### src/rtl/sba_pkg.sv
package sba_pkg;
  typedef enum logic [0:0] {
    CTRL_IDLE = 1'b0,
    CTRL_BUSY = 1'b1
  } ctrl_state_t;
endpackage

### src/rtl/sba_bit_unit.sv
// One-bit full adder behind a request/done handshake. It services a pending
// request on any cycle where stall is low, and answers one cycle later.
module sba_bit_unit (
  input  logic clk,
  input  logic rst,
  input  logic req,
  input  logic a_in,
  input  logic b_in,
  input  logic c_in,
  input  logic stall,
  output logic done_q,
  output logic sum_q,
  output logic cout_q
);
  always_ff @(posedge clk) begin
    if (rst) begin
      done_q <= 1'b0;
      sum_q  <= 1'b0;
      cout_q <= 1'b0;
    end else if (req && !stall && !done_q) begin
      done_q <= 1'b1;
      sum_q  <= a_in ^ b_in ^ c_in;
      cout_q <= (a_in & b_in) | (b_in & c_in) | (c_in & a_in);
    end else begin
      done_q <= 1'b0;
    end
  end

  // a stalled cycle never completes a bit
  p_stall_blocks_r6: assert property (@(posedge clk) disable iff (rst)
    stall |=> !done_q);
  // the per-bit done strobe is a single-cycle pulse
  p_bit_pulse_r4: assert property (@(posedge clk) disable iff (rst)
    done_q |=> !done_q);
  // a bit completion always answers an outstanding request
  p_done_needs_req_r5: assert property (@(posedge clk) disable iff (rst)
    $rose(done_q) |-> $past(req));
endmodule

### src/rtl/sba_ctrl.sv
// Serial controller: walks the bit positions, drives the bit-adder and
// chains the carry.
module sba_ctrl #(
  parameter int WIDTH = 8
) (
  input  logic                     clk,
  input  logic                     rst,
  input  logic                     add_req,
  input  logic [WIDTH-1:0]         opa,
  input  logic [WIDTH-1:0]         opb,
  input  logic                     word_done,
  input  logic                     bit_done,
  input  logic                     bit_cout,
  output logic [$clog2(WIDTH)-1:0] pos,
  output logic                     bit_req,
  output logic                     a_bit,
  output logic                     b_bit,
  output logic                     c_bit
);
  import sba_pkg::*;
  localparam int CW = $clog2(WIDTH);
  localparam logic [CW-1:0] LAST = CW'(WIDTH - 1);

  ctrl_state_t state;
  logic [CW-1:0] pos_next;

  assign pos_next = pos + 1'b1;

  always_ff @(posedge clk) begin
    if (rst) begin
      state   <= CTRL_IDLE;
      pos     <= '0;
      bit_req <= 1'b0;
      a_bit   <= 1'b0;
      b_bit   <= 1'b0;
      c_bit   <= 1'b0;
    end else begin
      case (state)
        CTRL_IDLE: begin
          if (add_req && !word_done) begin
            state   <= CTRL_BUSY;
            pos     <= '0;
            bit_req <= 1'b1;
            a_bit   <= opa[0];
            b_bit   <= opb[0];
            c_bit   <= 1'b0;
          end
        end
        default: begin
          if (bit_done) begin
            if (pos == LAST) begin
              bit_req <= 1'b0;
              state   <= CTRL_IDLE;
            end else begin
              a_bit <= opa[pos_next];
              b_bit <= opb[pos_next];
              c_bit <= bit_cout;
              pos   <= pos_next;
            end
          end
        end
      endcase
    end
  end

  // the position counter never passes the last bit
  p_pos_bound_r5: assert property (@(posedge clk) disable iff (rst)
    pos <= LAST);
  // a bit request stays up until the bit-adder answers it
  p_req_held_r5: assert property (@(posedge clk) disable iff (rst)
    (bit_req && !bit_done) |=> bit_req);
  // without a request the controller stays idle
  p_no_start_r7: assert property (@(posedge clk) disable iff (rst)
    (state == CTRL_IDLE && !add_req) |=> state == CTRL_IDLE);
  // no restart while the completion pulse is showing
  p_no_restart_r7: assert property (@(posedge clk) disable iff (rst)
    (state == CTRL_IDLE && word_done) |=> state == CTRL_IDLE);
endmodule

### src/rtl/sba_collect.sv
// Result assembly: stores each returned sum bit at its position and raises
// the completion pulse and overflow flag on the last bit.
module sba_collect #(
  parameter int WIDTH = 8
) (
  input  logic                     clk,
  input  logic                     rst,
  input  logic                     bit_done,
  input  logic                     bit_sum,
  input  logic                     bit_cout,
  input  logic [$clog2(WIDTH)-1:0] pos,
  output logic [WIDTH-1:0]         sum,
  output logic                     ovf,
  output logic                     done
);
  localparam int CW = $clog2(WIDTH);
  localparam logic [CW-1:0] LAST = CW'(WIDTH - 1);

  always_ff @(posedge clk) begin
    if (rst) begin
      sum  <= '0;
      ovf  <= 1'b0;
      done <= 1'b0;
    end else begin
      done <= 1'b0;
      if (bit_done) begin
        sum[pos] <= bit_sum;
        if (pos == LAST) begin
          done <= 1'b1;
          ovf  <= bit_cout;
        end
      end
    end
  end

  // the word completion is a one-cycle pulse
  p_done_pulse_r4: assert property (@(posedge clk) disable iff (rst)
    done |=> !done);
  // completion follows a returned bit
  p_done_after_bit_r5: assert property (@(posedge clk) disable iff (rst)
    $rose(done) |-> $past(bit_done));
endmodule

### src/rtl/sba_word_adder.sv
module sba_word_adder #(
  parameter int WIDTH = 8
) (
  input  logic             clk,
  input  logic             rst,
  input  logic             add_req,
  input  logic [WIDTH-1:0] opa,
  input  logic [WIDTH-1:0] opb,
  input  logic             stall,
  output logic [WIDTH-1:0] sum,
  output logic             ovf,
  output logic             done
);
  localparam int CW = $clog2(WIDTH);

  logic [CW-1:0] pos;
  logic bit_req, a_bit, b_bit, c_bit;
  logic bit_done, bit_sum, bit_cout;

  sba_ctrl #(.WIDTH(WIDTH)) u_ctrl (
    .clk(clk), .rst(rst), .add_req(add_req), .opa(opa), .opb(opb),
    .word_done(done), .bit_done(bit_done), .bit_cout(bit_cout),
    .pos(pos), .bit_req(bit_req), .a_bit(a_bit), .b_bit(b_bit), .c_bit(c_bit)
  );

  sba_bit_unit u_bit (
    .clk(clk), .rst(rst), .req(bit_req), .a_in(a_bit), .b_in(b_bit),
    .c_in(c_bit), .stall(stall), .done_q(bit_done), .sum_q(bit_sum),
    .cout_q(bit_cout)
  );

  sba_collect #(.WIDTH(WIDTH)) u_collect (
    .clk(clk), .rst(rst), .bit_done(bit_done), .bit_sum(bit_sum),
    .bit_cout(bit_cout), .pos(pos), .sum(sum), .ovf(ovf), .done(done)
  );

  // outputs are quiet right after reset
  p_reset_quiet_r1: assert property (@(posedge clk)
    $past(rst) |-> (!done && !ovf && sum == '0));
endmodule

### config.mk
export PLATFORM = sky130hd
export DESIGN_NAME = sba_word_adder
export DESIGN_NICKNAME = d
export VERILOG_FILES = /design/src/rtl/sba_pkg.sv /design/src/rtl/sba_bit_unit.sv /design/src/rtl/sba_ctrl.sv /design/src/rtl/sba_collect.sv /design/src/rtl/sba_word_adder.sv
export SDC_FILE = /design/constraint.sdc
export NUM_CORES = 1
export LEC_CHECK = 0
export ABC_AREA = 1
export CORE_AREA = 3 3 46 48
export DETAILED_ROUTE_END_ITERATION = 8
export DIE_AREA = 0 0 49 51
export DONT_BUFFER_PORTS = 1
export GPL_TIMING_DRIVEN = 0
export PLACE_DENSITY = 0.76
export SLEW_MARGIN = 20
export SYNTH_ARGS = -nofsm -noshare
export SYNTH_HDL_FRONTEND = slang
export SYNTH_SLANG_ARGS = --single-unit
export TNS_END_PERCENT = 30
### constraint.sdc
create_clock -name clk -period 2.77 [get_ports clk]
set_input_delay 0.4155 -clock clk [delete_from_list [all_inputs] [get_ports clk]]
set_output_delay 0.4155 -clock clk [all_outputs]
set_load 0.02 [all_outputs]
Yosys cells after proc, flatten, opt, wreduce, memory -nomap -nowiden --
Cells that the tools add are included.
Operators by class: $add $sub $neg 1, $lt $le $gt $ge 3, equality and inequality tests 4, multiplexer cells 33, bitwise gates (word level) 8, reductions and logical operators 12
Operator list (number):
- 1-bit 2-to-1 mux | 25
- 3-bit 2-to-1 mux | 4
- 8-bit bitwise mux | 1
- 3-bit by 4-bit < comparator with 1-bit output (second input constant) | 2
- 1-bit binary-select mux with 3-bit select | 2
- 3-bit AND reduction | 2
- 1-bit logical AND | 4
- 2-bit by 1-bit inequality test with 1-bit output (second input constant) | 2
- 3-bit by 1-bit adder with 3-bit output (second input constant) | 1
- 1-bit AND | 3
- 1-bit demux with 3-bit select | 1
- 3-bit == test (second input constant) | 1
- 3-bit by 1-bit >= comparator with 1-bit output (second input constant) | 1
- 1-bit logical NOT | 3
- 2-bit inequality test (second input constant) | 1
- 1-bit OR | 2
- 2-bit AND reduction | 1
- 2-bit nonzero test | 1
- 2-bit OR reduction | 1
- 1-bit XOR | 2
- 1-bit inverter | 1
Word-level totals: register bits 21, input bits 20, logic and storage cells 73

Longest topological paths before layout --
depth in word-level cells 6, gate-level depth with buffers 9, mapped depth without buffers 9

Hierarchy --
A second synthesis with hierarchy kept.
Second synthesis, totals: cell total of the unflattened synthesis 172, area, all modules 1133.6 um^2
Modules (own cells, without submodules):
- sba_ctrl | times used 1, cells an instance 91, area an instance 551.8 um^2
- sba_collect | times used 1, cells an instance 62, area an instance 439.2 um^2
- sba_bit_unit | times used 1, cells an instance 19, area an instance 142.6 um^2

Worst setup path after synthesis --
OpenSTA, ideal clock, no wires.
path type reg2reg, start register u_ctrl.pos[1], end register u_ctrl.b_bit, arrival time 1249 ps, data required time 2661 ps, slack 1412 ps, cell stages (with the launch flop) 10, path buffers 0, period minus slack after synthesis 1358 ps, cell sequence dfxtp_1 > ha_1 > ha_1 > nor2_1 > nand2_1 > nand2_2 > o21ai_0 > inv_1 > nand2_1 > inv_1
On the way: word-level cells in the longest chain between the ends 6
RTL lines:
- start: declaration | line sba_ctrl.sv:14 | output logic [$clog2(WIDTH)-1:0] pos,
- start signal: assignment | line sba_ctrl.sv:58 | pos <= pos_next;
- 3-bit by 1-bit adder with 3-bit output | line sba_ctrl.sv:27 | assign pos_next = pos + 1'b1;
- 1-bit binary-select mux with 3-bit select | line sba_ctrl.sv:56 | b_bit <= opb[pos_next];
- 1-bit 2-to-1 mux (not written as such) | line sba_ctrl.sv:56
- 1-bit 2-to-1 mux | line sba_ctrl.sv:51 | if (pos == LAST) begin
- 1-bit 2-to-1 mux | line sba_ctrl.sv:50 | if (bit_done) begin
- 1-bit 2-to-1 mux | line sba_ctrl.sv:38 | case (state)
- end signal: assignment | line sba_ctrl.sv:45 | b_bit <= opb[0];
- end signal: assignment | line sba_ctrl.sv:56
- end: declaration | line sba_ctrl.sv:17 | output logic b_bit,
Parallel ways exist; a longest one is shown, timed or not. The select of a mux whose other input is x is not followed. A chain may end at the register's enable or synchronous reset.

Worst setup path in the final report --
start register u_ctrl.pos[1], end register u_ctrl.a_bit
On the way: word-level cells in the longest chain between the ends 6
RTL lines:
- 3-bit by 1-bit adder with 3-bit output | line sba_ctrl.sv:27
- 1-bit binary-select mux with 3-bit select | line sba_ctrl.sv:55 | a_bit <= opa[pos_next];
- 1-bit 2-to-1 mux (not written as such) | line sba_ctrl.sv:55
- 1-bit 2-to-1 mux | line sba_ctrl.sv:51
- 1-bit 2-to-1 mux | line sba_ctrl.sv:50
- 1-bit 2-to-1 mux | line sba_ctrl.sv:38
- end signal: assignment | line sba_ctrl.sv:44 | a_bit <= opa[0];
- end signal: assignment | line sba_ctrl.sv:55
- end: declaration | line sba_ctrl.sv:16 | output logic a_bit,
Parallel ways exist; a longest one is shown, timed or not. The select of a mux whose other input is x is not followed.

==> flow_summary.json <==
{
  "status": "finished clean",
  "post-route-min-period_ns": 1.528,
  "syn-num-nets": 194,
  "cap_viol_max_count": 0,
  "fp.dieH_um": 51,
  "grt_util_met2_pct": 34.39,
  "slowest_stage_delay_cp_ns": 0.46,
  "cts_hold_repair.buffers": 0,
  "cts-htree-levels": 1,
  "mostFrequentLayoutCell": "nand2_1",
  "final.setup.tns_ns": 0,
  "drtIter0Drc": 18,
  "dieArea_mm2": 0.002499,
  "yosysUniqueCellTypes": 18,
  "worst_ep_arrival_time_ns": 1.75,
  "cts.sinks": 21,
  "clk_root_buffer_cell": "clkbuf_4",
  "initial_core_util_pct": 63.30,
  "grt_pass1_vias": 939,
  "cp_cell_sequence": "ha_1 -> ha_1 -> nor2_1 -> nand2_1 -> nand2_2 -> o21ai_0 -> inv_1 -> nand2_1 -> inv_1",
  "global_route.usage.met3_pct": 7.580,
  "layout.nets": 199,
  "relSlewSlack_pct": 70.13,
  "timing_worst_setup_path_type": "reg2reg",
  "postCtsSetupBuffers": 0,
  "synthesis.yosys.warnings": 0,
  "p_per_area_mw_per_mm2": 448.7,
  "hold_path_startpoint": "rst",
  "areaGrowthSynthToFinish_pct": 5.323,
  "place_congestion": 0.8384,
  "drt_pass1_iterations": 4,
  "hold_violations": 0,
  "io_buffers": 0,
  "cp-end-kind": "register",
  "tightest_slew_ns": 0.4481,
  "post_cts_resize_count": 0,
  "clkLatencyLatePin_ns": 0.30,
  "total_i_o_pin_count": 30,
  "worst-endpoint-required_ns": 2.99,
  "crit_slowest_cell": "dfxtp_1",
  "report.final.slew_viol_count": 0,
  "post-layout-total-power_w": 0.0005222,
  "setup_viol_count_final": 0,
  "final.period_utilization_pct": 55.15,
  "seq_area_frac_synth_pct": 38.05,
  "drt-vias-per-instance": 5.040,
  "crit-reg2reg-launch": "u_ctrl.pos[1]",
  "grt_remaining_overflow": 0,
  "power.static_leakage_nw": 0.5730,
  "synth-seq-cells": 21,
  "wire_length_of_the_first_global_routing_pass_um": 3953,
  "nFillCells": 159,
  "ir_worst_vdd_mv": 0.4177,
  "finalClockSkew_ns": 0.003183,
  "route.detailed.drc": 0,
  "max_freq_ghz": 0.6545,
  "grt_util_met1_pct": 25.09,
  "post_route_cells_drive_above_1_share_pct": 5.747,
  "crit_path_start": "u_ctrl.pos[1]",
  "detailroute.via_count": 1003,
  "clk_transition_reported_paths_ns": 0.11,
  "antenna_cells": 0,
  "syn_area_mm2": 0.001105,
  "clock_path_buffers": 2,
  "syn-mean-instance-area_um2": 6.499,
  "crit_path_max_fanout": 7,
  "final_cell_mix": "nand2_1, inv_1, dfxtp_1",
  "route.final.wire_length_um": 2272,
  "largest_net_degree_at_the_start_of_global_routing": 13,
  "holdCritPathClass": "in2reg",
  "worstSetupStartpointType": "register",
  "tritoncts_clock_tree": "done",
  "globalRoute.busiestLayer": "met2",
  "fp.coreArea_mm2": 0.001745,
  "number_of_antenna_violations_at_the_first_check_in_global_routing": 0,
  "setup_repair_after_global_routing_missed_its_margin": "no",
  "horizontal_die_dimension_um": 49,
  "grt_util_all_layers_pct": 20.45,
  "critical_path.n_buffers_inverters": 2,
  "syn_inst": 170,
  "tritoncts.num_buffers": 3,
  "detail-route-antenna-nets": 0,
  "critPathTopFamily": "flip-flops",
  "dpl.hpwl_um": 1785,
  "wl_per_cell_um": 11.42,
  "placementRows": 15
}
==> through the flow <==
step                      cell area, µm²  std cells  hold slack [ns]  setup WS (ns)  utilization (%)
after floorplan                     1105        170           0.4365          1.412                -
after global placement              1136        195           0.4556          1.268            65.09
after detailed placement            1136        195           0.4710          1.265            65.09
after CTS                           1164        199           0.1594          1.247            66.67
after global routing                1164        199           0.1488          1.054            66.67
final                               1164        199           0.1649          1.242            66.67
==> flip-flops by register name (all words and copies together) (netlist names) <==
signal and cells:
u_ctrl.b_bit 1, u_collect.done 1, u_ctrl.pos 3, u_collect.sum 8
u_collect.ovf 1, u_ctrl.a_bit 1, u_ctrl.c_bit 1, u_bit.sum_q 1
u_bit.done_q 1, u_bit.cout_q 1, u_ctrl.state 1, u_ctrl.bit_req 1
==> routing by layer <==
metal	vias up	share of wire, %
li1	534	-
met1	443	47
met2	24	47
met3	2	5.1
met4	0	0.44
met5	-	0
==> report_power, final <==
| part | internal (W) | switching (W) | leakage (nW) |
|---|---|---|---|
| logic | 0.0000200 | 0.0000370 | 0.385 |
| registers | 0.000311 | 0.00000958 | 0.171 |
| clock network | 0.0000539 | 0.0000903 | 0.0177 |
| total | 0.000385 | 0.000137 | 0.573 |
==> Yosys cell counts (all sizes together) <==
cell type,number,area (µm²)
inv,35,131.4
nand3,16,80.08
nand2,47,178.9
o21ai,10,50.05
clkbuf,2,7.510
ha,3,37.54
nor4,2,12.51
buf,1,7.510
dfxtp,21,420.4
nor3,2,10.01
fa,1,20.02
nor2,10,40.04
a21oi,18,90.09
nand3b,2,18.77
==> worst paths after layout <==
kind               endpoint  slack [ns]  cells past startpoint
max            u_ctrl.a_bit        1.24                      9
min reg2reg  u_ctrl.bit_req        0.49                      2
min          u_ctrl.bit_req        0.16                      1
max reg2reg    u_ctrl.a_bit        1.24                      9
==> cell families after synthesis <==
group,synth area share (%)
flops,38.05
buf+inv,13.25
simple gates,30.81
fa+ha+maj,5.210
compound gates,12.68
==> final cells by class <==
| cell class | instances | area, µm² | share of cell area, % |
|---|---|---|---|
| Buffer | 3 | 15.01 | 1.290 |
| Clock buffer | 3 | 22.52 | 1.935 |
| Clock inverter | 1 | 5.005 | 0.4301 |
| Inverter | 35 | 131.4 | 11.29 |
| Multi-Input combinational cell | 111 | 538.0 | 46.24 |
| Sequential cell | 21 | 420.4 | 36.13 |
| Tap cell | 25 | 31.28 | 2.688 |
Power figures use the tool's default switching activity.
